==> config.mk <==
export PLATFORM = sky130hd
export DESIGN_NAME = prio_irq_ctrl
export DESIGN_NICKNAME = d
export VERILOG_FILES = /design/src/rtl/prio_irq_pkg.sv /design/src/rtl/irq_prio_enc.sv /design/src/rtl/irq_vec_gen.sv /design/src/rtl/prio_irq_ctrl.sv
export SDC_FILE = /design/constraint.sdc
export NUM_CORES = 1
export LEC_CHECK = 0
export ABC_AREA = 1
export CORE_UTILIZATION = 40
export CTS_BUF_LIST = sky130_fd_sc_hd__clkbuf_8
export DETAILED_ROUTE_END_ITERATION = 7
export DONT_BUFFER_PORTS = 1
export HOLD_SLACK_MARGIN = 0.12
export MAX_ROUTING_LAYER = met4
export PLACE_DENSITY_LB_ADDON = 0.12
export SLEW_MARGIN = 20
export SYNTH_ARGS = -nofsm -noshare
export SYNTH_HDL_FRONTEND = slang
export SYNTH_SLANG_ARGS = --single-unit
==> constraint.sdc <==
create_clock -name clk -period 0.8 [get_ports clk]
set_input_delay 0.12 -clock clk [delete_from_list [all_inputs] [get_ports clk]]
set_output_delay 0.12 -clock clk [all_outputs]
set_load 0.01 [all_outputs]
==> src/rtl/prio_irq_pkg.sv <==
package prio_irq_pkg;
    parameter int NUM_LVL  = 8;
    parameter int LVL_W    = $clog2(NUM_LVL);
    parameter int SR_W     = 8;
    parameter int LVL_LSB  = 1;
    parameter int ADDR_W   = 16;
    parameter logic [ADDR_W-1:0] VEC_BASE = 16'hFFFE;

    // Registered state of the controller
    typedef struct packed {
        logic [SR_W-1:0]   sr;
        logic [ADDR_W-1:0] vec;
    } ctl_state_t;
endpackage

==> src/rtl/irq_prio_enc.sv <==
module irq_prio_enc #(
    parameter int N = 8,
    parameter int W = $clog2(N)
) (
    input  logic [N-1:0] req,
    output logic         valid,
    output logic [W-1:0] lvl
);
    always_comb begin
        valid = |req;
        lvl   = '0;
        // Scan downward so the lowest set index is the last one written
        for (int i = N - 1; i >= 0; i--) begin
            if (req[i]) lvl = W'(i);
        end
    end
endmodule

==> src/rtl/irq_vec_gen.sv <==
module irq_vec_gen #(
    parameter int N = 8,
    parameter int W = $clog2(N),
    parameter int ADDR_W = 16,
    parameter logic [ADDR_W-1:0] BASE = 16'hFFFE
) (
    input  logic              split,
    input  logic [W-1:0]      lvl,
    output logic [ADDR_W-1:0] vec
);
    localparam logic [ADDR_W-1:0] SPAN   = ADDR_W'(2 * N);
    localparam logic [ADDR_W-1:0] ROW_LO = BASE - SPAN;

    logic [ADDR_W-1:0] per_lvl;

    always_comb begin
        per_lvl = ROW_LO + {{(ADDR_W-W-1){1'b0}}, lvl, 1'b0};
        vec     = split ? per_lvl : BASE;
    end
endmodule

==> src/rtl/prio_irq_ctrl.sv <==
module prio_irq_ctrl
    import prio_irq_pkg::*;
(
    input  logic              clk,
    input  logic              rst_n,
    input  logic [NUM_LVL-1:0] irq_req,
    input  logic              irq_mask,
    input  logic              irq_ack,
    input  logic              brk_ack,
    input  logic              vec_split,
    input  logic              sr_wr_en,
    input  logic [SR_W-1:0]   sr_wr_data,
    output logic [SR_W-1:0]   sr_rd_data,
    output logic              irq_signal,
    output logic              req_valid,
    output logic [LVL_W-1:0]  req_level,
    output logic [ADDR_W-1:0] vec_addr
);
    ctl_state_t st_d, st_q;
    logic [ADDR_W-1:0] cand_vec;
    logic take;

    irq_prio_enc #(.N(NUM_LVL), .W(LVL_W)) u_enc (
        .req   (irq_req),
        .valid (req_valid),
        .lvl   (req_level)
    );

    irq_vec_gen #(.N(NUM_LVL), .W(LVL_W), .ADDR_W(ADDR_W), .BASE(VEC_BASE)) u_vec (
        .split (vec_split),
        .lvl   (req_level),
        .vec   (cand_vec)
    );

    always_comb begin
        irq_signal = req_valid & ~irq_mask;
        take       = irq_ack & irq_signal;
        st_d       = st_q;
        if (sr_wr_en) st_d.sr = sr_wr_data;
        if (take) begin
            // Acceptance overlays only the level field
            st_d.sr[LVL_LSB +: LVL_W] = req_level;
            st_d.vec                  = cand_vec;
        end else if (brk_ack) begin
            st_d.vec = VEC_BASE;
        end
    end

    always_ff @(posedge clk or negedge rst_n) begin
        if (!rst_n) begin
            st_q.sr  <= '0;
            st_q.vec <= VEC_BASE;
        end else begin
            st_q <= st_d;
        end
    end

    assign sr_rd_data = st_q.sr;
    assign vec_addr   = st_q.vec;
endmodule

# After elaboration in Yosys (flattened, before gate mapping)

Index checks and enable logic that the tools add are counted.

Multiplexer cells: 13
Bitwise gates (word level): 3
$add $sub $neg: 1
Reductions and logical operators: 3

Operators by type and width:

| cell                | number |
|---|---|
| $mux 16             | 3 |
| $mux 3              | 9 |
| $reduce_or 8->1     | 1 |
| $add 6x5->7 const A | 1 |
| $mux 4              | 1 |
| $reduce_bool 2->1   | 2 |
| $and 1x1->1         | 2 |
| $not 1->1           | 1 |

Output and inout port bits: 29
Register bits: 24
Input port bits: 23
Logic and storage cells: 23

# Logic depth before layout (Yosys ltp)

Gate-level depths: netlist of the first run.

Word-level depth: 11
Mapped depth: 12
Gate-level depth less buffers: 12

# Modules after synthesis

Synthesis of the first run repeated with hierarchy kept, for this count alone.

Cell total of the unflattened synthesis: 203
Area total of the unflattened synthesis: 1,530.2 µm²

Modules (own cells, without submodules):

| module        | cells an instance | seq. area each (µm²) | area an instance (µm²) | instances |
|---|---|---|---|---|
| prio_irq_ctrl | 155               | 619.3                | 1,277.5                | 1 |
| irq_vec_gen   | 26                | 0.0                  | 153.9                  | 1 |
| irq_prio_enc  | 22                | 0.0                  | 98.8                   | 1 |

# Worst setup path before layout of the first run

OpenSTA, ideal clock, no wires.

Path kind: input port to flip-flop
Start: input port irq_req[6]
End: register st_q, in the netlist vec_addr[2]
Data arrival time: 0.951 ns
Required time: 0.725 ns
Path buffers: 0
Cell stages on the path: 12
Slack: -0.227 ns
Setup time: 0.075 ns
Path through: inv_2 nand2_1 nand2_1 nand2_1 nand2_1 nand2_1 nand2_1 nand2_1 ha_1 nand2_1 nor2_1 nor2_1

Longest elaborated chain between the ends: 10
Elaborated cells on any way between the ends: 14
Those cells by class: add/sub: 1; mux: 9; bitwise: 2; reduce/logical: 2

RTL lines:

| element              | line                | RTL |
|---|---|---|
| from (decl)          | prio_irq_ctrl.sv:6  | `input logic [NUM_LVL-1:0] irq_req,` |
| $mux 3 (7 in series) | irq_prio_enc.sv:14  | `if (req[i]) lvl = W'(i);` |
| $add 6x5->7          | irq_vec_gen.sv:17   | `per_lvl = ROW_LO + {{(ADDR_W-W-1){1'b0}}, lvl, 1'b0};` |
| $mux 16              | irq_vec_gen.sv:18   | `vec = split ? per_lvl : BASE;` |
| $mux 16              | prio_irq_ctrl.sv:40 | `if (take) begin` |
| to (signal assigned) | prio_irq_ctrl.sv:54 | `st_q <= st_d;` |
| to (decl)            | prio_irq_ctrl.sv:19 | `ctl_state_t st_d, st_q;` |

Several ways; a longest one is shown, not always the timed one.
A chain may end at the register's enable or synchronous reset.

# Final worst setup path of the first run

Start: register st_q, in the netlist vec_addr[4]
End: output port vec_addr[4]

RTL lines:

| element   | line                | RTL |
|---|---|---|
| to (decl) | prio_irq_ctrl.sv:17 | `output logic [ADDR_W-1:0] vec_addr` |

No word-level cell between the ends.

==> out/qor.json, run 1 <==
{
  "chipWidth_um": 48.9,
  "seq_area_frac_synth_pct": 34.7,
  "tritoncts": "yes",
  "yosys.cell_types.count": 24,
  "clk_latency_ns": 0.24,
  "setup_repair_after_global_routing_missed_its_margin": "yes",
  "comb_power_share_pct": 28.4,
  "max_freq_mhz": 1020,
  "critPathKind": "reg -> out",
  "post-route-worst-setup-slack_ns": -0.177,
  "synth_top_family_by_area": "simple AND/OR/NAND/NOR gates",
  "dp_hpwl_um": 1350,
  "antenna_violations_before_repair": 0,
  "cp.buffers_inverters": 1,
  "grt_start_max_net_pins": 13,
  "detail_route.wl_per_cell_um": 11.6,
  "simple_gate_share_of_the_synthesized_area_pct": 40.7,
  "cpLargestDelayFamily": "flip-flops",
  "avgSynthCellArea_um2": 7.65,
  "finalWeightedCongestion": 0.748,
  "top_level_ports": 52,
  "total_chip_power_mw": 1.90,
  "final.period_utilization_pct": 122,
  "yosys_warnings": 0,
  "irDropWorstVdd_uv": 1570,
  "place.port_buffers": 0,
  "report.final.slew_viol_count": 0,
  "failing_checks": "setup timing",
  "via_count": 806,
  "synth_top_area_cell": "sky130_fd_sc_hd__dfrtp_1",
  "finalSetupViolations": 18,
  "final_nets": 177,
  "tightestPinTransition_ns": 0.530,
  "cp.arrival_ns": 0.86,
  "total_clock_buffers_created_by_cts": 3,
  "power.switching_fraction_pct": 27.1,
  "grt_first_pass_wirelength_um": 3420,
  "final_worst_path_period_need_ns": 0.977,
  "start_util_pct": 43.5,
  "first_global_vias": 798,
  "flow.area_growth_from_synthesis_pct": 67.6,
  "drc_errors": 0,
  "antenna_violating_nets_post_route": 0,
  "leakagePower_nw": 0.754,
  "path_cells": "buf_6",
  "relSlewSlack_pct": 64.5,
  "final_hold_viol_count": 0,
  "cts.reportedPaths.clkPinSlew_ns": 0.05,
  "p_seq_share_pct": 37.6,
  "core_mm2": 0.00202,
  "postLayoutCoreUtil_pct": 72.9,
  "max-clock-path-buffers": 2,
  "slowest_stage_cell_on_the_critical_path": "sky130_fd_sc_hd__dfstp_2",
  "post_synth_fa_ha_maj_area_fraction_pct": 1.42,
  "initial_drt_markers": 2,
  "clock_power_share_pct": 34.0,
  "cell_internal_pwr_mw": 1.39,
  "cts.htree.levels": 1,
  "syn_inst": 115,
  "timing.critical_path.slowest_cell_delay_ns": 0.53,
  "ff2ff_setup_slack_ns": 0,
  "vias_per_instance": 4.50,
  "yosys_register_bits": 12,
  "synth_area_leaders": "sky130_fd_sc_hd__dfrtp_1, sky130_fd_sc_hd__nand2_1, sky130_fd_sc_hd__dfstp_2",
  "synthDominantCellAreaShare_pct": 22.8,
  "die_h_um": 48.9,
  "die-area_mm2": 0.00239,
  "synthMuxAreaShare_pct": 0,
  "globalRouteTotalUtil_pct": 18.8,
  "critical_path.startpoint_type": "flop",
  "status": "finished with violations",
  "cts_sinks": 12,
  "synth_compound_gate_area_share_pct": 0.569,
  "capturing_element_type_of_the_critical_path": "primary output",
  "placement_rows": 16,
  "xor_xnor_portion_of_the_synthesized_cell_area_pct": 0.996,
  "n_antenna_cell": 0,
  "drive_gt1_share_pct": 50.0,
  "timing.max_cap.violations": 0,
  "fill_cells": 158,
  "syn-cell-area_um2": 880,
  "finalWirelength_um": 2070,
  "worstPathRequired_ns": 0.68,
  "holdCritPathClass": "in -> reg",
  "power_switching_mw": 0.515,
  "clockRootBuffer": "sky130_fd_sc_hd__clkbuf_8",
  "grt_overflow_total": 0,
  "p_per_area_mw_per_mm2": 1290,
  "timing.critical_path.fanout_max": 2,
  "layout_skew_ns": 0,
  "drt-pass1-iter-count": 3
}
==> power groups by stage <==
stage / Clock (mW) / Combinational [mW] / Sequential, mW
after global placement: 0 / 0.311 / 0.720
final: 0.645 / 0.540 / 0.715
after floorplan: 0 / 0.266 / 0.723
after CTS: 0.657 / 0.453 / 0.715
after global routing: 0.688 / 0.590 / 0.720
after detailed placement: 0 / 0.317 / 0.720
==> per-stage QoR <==
stage / area (um2) / worst slack [ns] / TNS (ns) / instances / hold slack [ns]
2_1_floorplan: 952 / -0.206 / -0.883 / 125 / -0.176
3_3_place_gp: 1000 / -0.274 / -1.69 / 155 / -0.175
3_5_place_dp: 1000 / -0.309 / -1.88 / 155 / -0.175
4_1_cts: 1320 / -0.179 / -1.21 / 173 / 0.0382
5_1_grt: 1470 / -0.206 / -2.10 / 179 / 0.140
6_report: 1470 / -0.177 / -1.40 / 179 / 0.135
==> path summary, 6_finish.rpt <==
path,to,start,depth (start not counted)
max,vec_addr[4],vec_addr[4],1
min,vec_addr[4],irq_ack,4
min reg2reg,vec_addr[1],vec_addr[1],2
max reg2reg,vec_addr[4],vec_addr[4],3
min in group asynchronous,sr_rd_data[7],rst_n,1
max in group asynchronous,vec_addr[4],rst_n,1
==> layout by cell type, fill, tap and decap left out, types with 2 or more instances in the layout <==
master,n
sky130_fd_sc_hd__nand2_1,19
sky130_fd_sc_hd__conb_1,12
sky130_fd_sc_hd__buf_4,12
sky130_fd_sc_hd__nand2_2,11
sky130_fd_sc_hd__buf_6,11
sky130_fd_sc_hd__dlygate4sd3_1,10
sky130_fd_sc_hd__nor2_1,9
sky130_fd_sc_hd__nand3_1,9
sky130_fd_sc_hd__dfrtp_1,8
sky130_fd_sc_hd__nand2_4,6
sky130_fd_sc_hd__inv_1,6
sky130_fd_sc_hd__inv_4,4
sky130_fd_sc_hd__clkbuf_8,4
sky130_fd_sc_hd__dfstp_2,4
sky130_fd_sc_hd__inv_12,3
sky130_fd_sc_hd__nor2_4,3
sky130_fd_sc_hd__nand3_2,3
sky130_fd_sc_hd__nand3_4,2
sky130_fd_sc_hd__nor2_2,2
sky130_fd_sc_hd__dlymetal6s4s_1,2
sky130_fd_sc_hd__buf_12,2
==> flip-flops by register name, indices dropped and copies added (netlist names) <==
name,cells
sr_rd_data,8
vec_addr,4
==> worst register-to-register path: cells and delay by family, from the launching register on <==
kind	cells	cell delay, ns
flip-flops	1	0.53
AND/OR/NAND/NOR	2	0.18
buffers and inverters	1	0.05
==> logic make-up (layout without fill, tap and decap cells) <==
logic type,count (synthesis),after routing
flip-flops,12,12
other,2,12
buffers and inverters,30,57
AND/OR/NAND/NOR,68,68
adder cells (fa/ha/maj),1,1
AO/OA/AOI/OAI,1,1
XOR/XNOR,1,1
==> cells in the mapped netlist <==
cell type	instances
sky130_fd_sc_hd__buf_2	1
sky130_fd_sc_hd__nor2_1	13
sky130_fd_sc_hd__inv_1	9
sky130_fd_sc_hd__a21oi_1	1
sky130_fd_sc_hd__buf_4	12
sky130_fd_sc_hd__inv_4	2
sky130_fd_sc_hd__ha_1	1
sky130_fd_sc_hd__buf_8	1
sky130_fd_sc_hd__nand3_4	1
sky130_fd_sc_hd__nor2_4	1
sky130_fd_sc_hd__nand4_1	1
sky130_fd_sc_hd__nand3_1	10
sky130_fd_sc_hd__nand2_4	2
sky130_fd_sc_hd__nand2_2	5
sky130_fd_sc_hd__dfrtp_1	8
sky130_fd_sc_hd__nand2_1	30
sky130_fd_sc_hd__dfstp_2	4
sky130_fd_sc_hd__xnor2_1	1
sky130_fd_sc_hd__nand3_2	3
sky130_fd_sc_hd__nand3b_2	1
sky130_fd_sc_hd__conb_1	2
sky130_fd_sc_hd__nor3_4	1
sky130_fd_sc_hd__inv_8	1
sky130_fd_sc_hd__inv_2	4
==> metal layers <==
metal	up-vias	track usage [%]	part of all wire [%]
met1	373	21.2	40
met3	2	4.05	5.0
met4	0	4.41	0.68
met5	-	-	0
met2	32	33.8	54
li1	399	-	-
==> timing repair <==
item                                    in CTS  in global routing
endpoints found under the setup margin      13                 23
gates cloned                                 0                  0
hold endpoints to repair                    23                  1
hold buffers                                11                  1
buffers inserted                             3                  5
gates resized for setup                     40                 18
pin swaps                                   17                 16
==> final cells by class <==
type                    count  area, um2  area share (%)
multi-input cells          83        554            37.6
repair buffers             37        379            25.7
flip-flops and latches     12        305            20.7
inverters                  16        146            9.93
clock buffers               4       55.1            3.74
well taps                  27       33.8            2.29
Power figures use the tool's default switching activity.
==> inputs of run 2 (changes only) <==
Clock period 0.8 ns to 0.9 ns, I/O delays scaled along.
==> run 2 against run 1 <==
  * The run still ends with setup timing left
  * Combinational power is 36% lower
  * First-iteration DRC count rose by 100%
  * Clock-buffer cell count is 1 lower
  * Hold slack better by 0.018 ns
  * Clock skew is the same
==> out/qor.json, run 2 (synthesis gave the netlist of run 1 again) <==
{
  "start_util": {"value": 43.5, "unit": "%", "change": "unchanged"},
  "first_global_vias": {"value": 716, "change": "was 798"},
  "total_chip_power": {"value": 1.49, "unit": "mW", "change": "was 1.90 mW"},
  "cell_internal_pwr": {"value": 1.06, "unit": "mW", "change": "was 1.39 mW"},
  "antenna_violating_nets_post_route": {"value": 0, "change": "unchanged"},
  "tightestPinTransition": {"value": 0.530, "unit": "ns", "change": "about the same"},
  "worstPathRequired": {"value": 0.76, "unit": "ns", "change": "was 0.68 ns"},
  "critical_path.startpoint_type": {"value": "flop", "change": "unchanged"},
  "comb_power_share": {"value": 23.5, "unit": "%", "change": "was 28.4%"},
  "fin_area": {"value": 0.00126, "unit": "mm2", "change": "was 0.00147 mm2"},
  "power.switching_fraction": {"value": 28.9, "unit": "%", "change": "was 27.1%"},
  "placedCellCount": {"value": 150, "change": "was 155"},
  "cp.arrival": {"value": 0.79, "unit": "ns", "change": "was 0.86 ns"},
  "cts_sinks": {"value": 12, "change": "unchanged"},
  "layout_skew": {"value": 0, "unit": "ns", "change": "unchanged"},
  "holdCritPathClass": {"value": "in -> reg", "change": "unchanged"},
  "finalSetupViolations": {"value": 4, "change": "was 18"},
  "clk_latency": {"value": 0.24, "unit": "ns", "change": "about the same"},
  "drc_errors": {"value": 0, "change": "unchanged"},
  "drt-pass1-iter-count": {"value": 3, "change": "unchanged"},
  "setup_repair_after_global_routing_missed_its_margin": {"value": "yes", "change": "unchanged"},
  "core": {"value": 0.00202, "unit": "mm2", "change": "unchanged"},
  "vias_per_instance": {"value": 4.50, "change": "about the same"},
  "place.port_buffers": {"value": 0, "change": "unchanged"},
  "whs_path_depth": {"value": 5, "change": "was 4"},
  "hold_slack": {"value": 0.153, "unit": "ns", "change": "was 0.135 ns"},
  "clock_power_share": {"value": 33.2, "unit": "%", "change": "was 34.0%"},
  "die-area": {"value": 0.00239, "unit": "mm2", "change": "unchanged"},
  "antenna_violations_before_repair": {"value": 0, "change": "unchanged"},
  "detailed_place.area": {"value": 966, "unit": "um2", "change": "was 0.00100 mm2"},
  "grt_overflow_total": {"value": 0, "change": "unchanged"},
  "irDropWorstVdd": {"value": 1210, "unit": "uV", "change": "was 1570 uV"},
  "p_per_area": {"value": 1180, "unit": "mW/mm2", "change": "was 1290 mW/mm2"},
  "layout.cells.most_common": {"value": "sky130_fd_sc_hd__nand2_1", "change": "unchanged"},
  "finalWirelength": {"value": 2020, "unit": "um", "change": "was 2070 um"},
  "max-clock-path-buffers": {"value": 2, "change": "unchanged"},
  "cts.reportedPaths.clkPinSlew": {"value": 0.05, "unit": "ns", "change": "about the same"},
  "reg2reg_from": {"value": "vec_addr[4]", "change": "unchanged"},
  "whs_endpoint": {"value": "vec_addr[4]", "change": "unchanged"},
  "final.period_utilization_pct": 103,
  "grt_first_pass_wirelength": {"value": 3200, "unit": "um", "change": "was 3420 um"},
  "grt_start_max_net_pins": {"value": 13, "change": "unchanged"},
  "critPathKind": {"value": "reg -> out", "change": "unchanged"},
  "largest_register_ffs": {"value": 8, "change": "unchanged"},
  "globalRouteMet2Util": {"value": 29.6, "unit": "%", "change": "was 33.8%"},
  "capturing_element_type_of_the_critical_path": {"value": "primary output", "change": "unchanged"},
  "flow.area_growth_from_synthesis": {"value": 43.1, "unit": "%", "change": "was 67.6%"},
  "placement_rows": {"value": 16, "change": "unchanged"},
  "report.final.slew_viol_count": {"value": 0, "change": "unchanged"},
  "drive_gt1_share": {"value": 39.4, "unit": "%", "change": "was 50.0%"},
  "tritoncts": {"value": "yes", "change": "unchanged"},
  "worst_r2r_endpoint": {"value": "vec_addr[4]", "change": "unchanged"},
  "final_nets": {"value": 167, "change": "was 177"},
  "timing.max_cap.violations": {"value": 0, "change": "unchanged"},
  "final_worst_path_period_need_ns": 0.928,
  "via_count": {"value": 761, "change": "was 806"},
  "final_hold_viol_count": {"value": 0, "change": "unchanged"},
  "n_antenna_cell": {"value": 0, "change": "unchanged"},
  "top_level_ports": {"value": 52, "change": "unchanged"},
  "fin_cells": {"value": 169, "change": "was 179"},
  "status": {"value": "finished with violations", "change": "unchanged"},
  "worst-r2r-cell-count": {"value": 3, "change": "unchanged"},
  "dp_hpwl": {"value": 1270, "unit": "um", "change": "was 1350 um"},
  "globalRouteTotalUtil": {"value": 17.6, "unit": "%", "change": "was 18.8%"},
  "total_clock_buffers_created_by_cts": {"value": 3, "change": "unchanged"},
  "failing_checks": {"value": "setup timing", "change": "unchanged"},
  "clockRootBuffer": {"value": "sky130_fd_sc_hd__clkbuf_8", "change": "unchanged"},
  "chipWidth": {"value": 48.9, "unit": "um", "change": "unchanged"},
  "initial_drt_markers": {"value": 4, "change": "was 2"},
  "timing.critical_path.fanout_max": {"value": 2, "change": "unchanged"},
  "detail_route.wl_per_cell": {"value": 12.0, "unit": "um", "change": "was 11.6 um"},
  "grt_most_used_layer": {"value": "met2", "change": "unchanged"},
  "mostFrequentLayoutCells": {"value": "sky130_fd_sc_hd__nand2_1, sky130_fd_sc_hd__conb_1, sky130_fd_sc_hd__buf_4, sky130_fd_sc_hd__dlygate4sd3_1", "change": "was sky130_fd_sc_hd__nand2_1, sky130_fd_sc_hd__conb_1, sky130_fd_sc_hd__buf_4, sky130_fd_sc_hd__nand2_2, sky130_fd_sc_hd__buf_6"},
  "p_seq_share": {"value": 43.3, "unit": "%", "change": "was 37.6%"},
  "ff2ff_setup_slack": {"value": 0.08, "unit": "ns", "change": "was 0 ns"},
  "hp-start": {"value": "vec_split", "change": "was irq_ack"},
  "die_h": {"value": 48.9, "unit": "um", "change": "unchanged"},
  "power_switching": {"value": 0.429, "unit": "mW", "change": "was 0.515 mW"},
  "cts.htree.levels": {"value": 1, "change": "unchanged"},
  "grtUsageMet3": {"value": 5.92, "unit": "%", "change": "was 4.05%"},
  "grt_met1_usage": {"value": 21.2, "unit": "%", "change": "about the same"},
  "leakagePower": {"value": 0.664, "unit": "nW", "change": "was 0.754 nW"},
  "relSlewSlack": {"value": 64.5, "unit": "%", "change": "about the same"},
  "max_freq_mhz": 1080,
  "post-route-worst-setup-slack": {"value": -0.0280, "unit": "ns", "change": "was -0.177 ns"},
  "finalWeightedCongestion": {"value": 0.699, "change": "was 0.748"}
}
[run 2: worst min-delay path: stages]
cell	delay, ns
sky130_fd_sc_hd__nand2_1	0.05
sky130_fd_sc_hd__nor2_1	0.04
sky130_fd_sc_hd__nand2_1	0.05
sky130_fd_sc_hd__nand2_1	0.05
sky130_fd_sc_hd__inv_1	0.04
[run 2: power groups by stage]
stage	sequential [mW]	combinational, mW	clock [mW]
2_1_floorplan	0.643	0.237	0
3_3_place_gp	0.651	0.238	0
3_5_place_dp	0.651	0.242	0
4_1_cts	0.643	0.301	0.506
5_1_grt	0.648	0.387	0.543
6_report	0.643	0.348	0.493
[run 2: layout make-up]
class / instances / area, um2
clock inverter: 1 / 3.75
multi-input combinational: 83 / 493
clock buffer: 3 / 41.3
fill: 185 / 763
tap: 27 / 33.8
timing repair buffer: 27 / 246
sequential: 12 / 305
inverter: 16 / 135
[run 2: worst max-delay path by stage]
stage / to / cells after the start / slack, ns / startpoint
after floorplan: vec_addr[2] / 12 / -0.12 / irq_req[6]
after global placement: vec_addr[2] / 12 / -0.19 / irq_req[6]
after detailed placement: vec_addr[2] / 12 / -0.20 / irq_req[6]
after CTS: vec_addr[3] / 0 / -0.04 / vec_addr[3]
after global routing: vec_addr[3] / 0 / -0.05 / vec_addr[3]
final: vec_addr[1] / 0 / -0.03 / vec_addr[1]
[run 2: metal layers]
layer | wire length (um) | vias up
li1 | - | 374
met1 | 796 | 355
met2 | 1090 | 32
met3 | 140 | 0
met4 | 0 | 0
met5 | 0 | -
[run 2: timing repair]
| action | in CTS | in global routing |
|---|---|---|
| setup endpoints to repair | 5 | 15 |
| setup buffers | 0 | 3 |
| pin swaps | 0 | 11 |
| hold endpoints to repair | 23 | 0 |
| gates cloned | 0 | 0 |
| resized for setup | 1 | 27 |
| hold buffers | 12 | 0 |
[run 2: through the flow]
stage,setup TNS (ns),util [%],setup slack (ns)
floorplan,-0.327,-,-0.121
global placement,-0.614,47.8,-0.185
detailed placement,-0.631,47.8,-0.199
CTS,-0.134,56.1,-0.0357
global route,-0.225,62.3,-0.0483
finish,-0.108,62.3,-0.0280
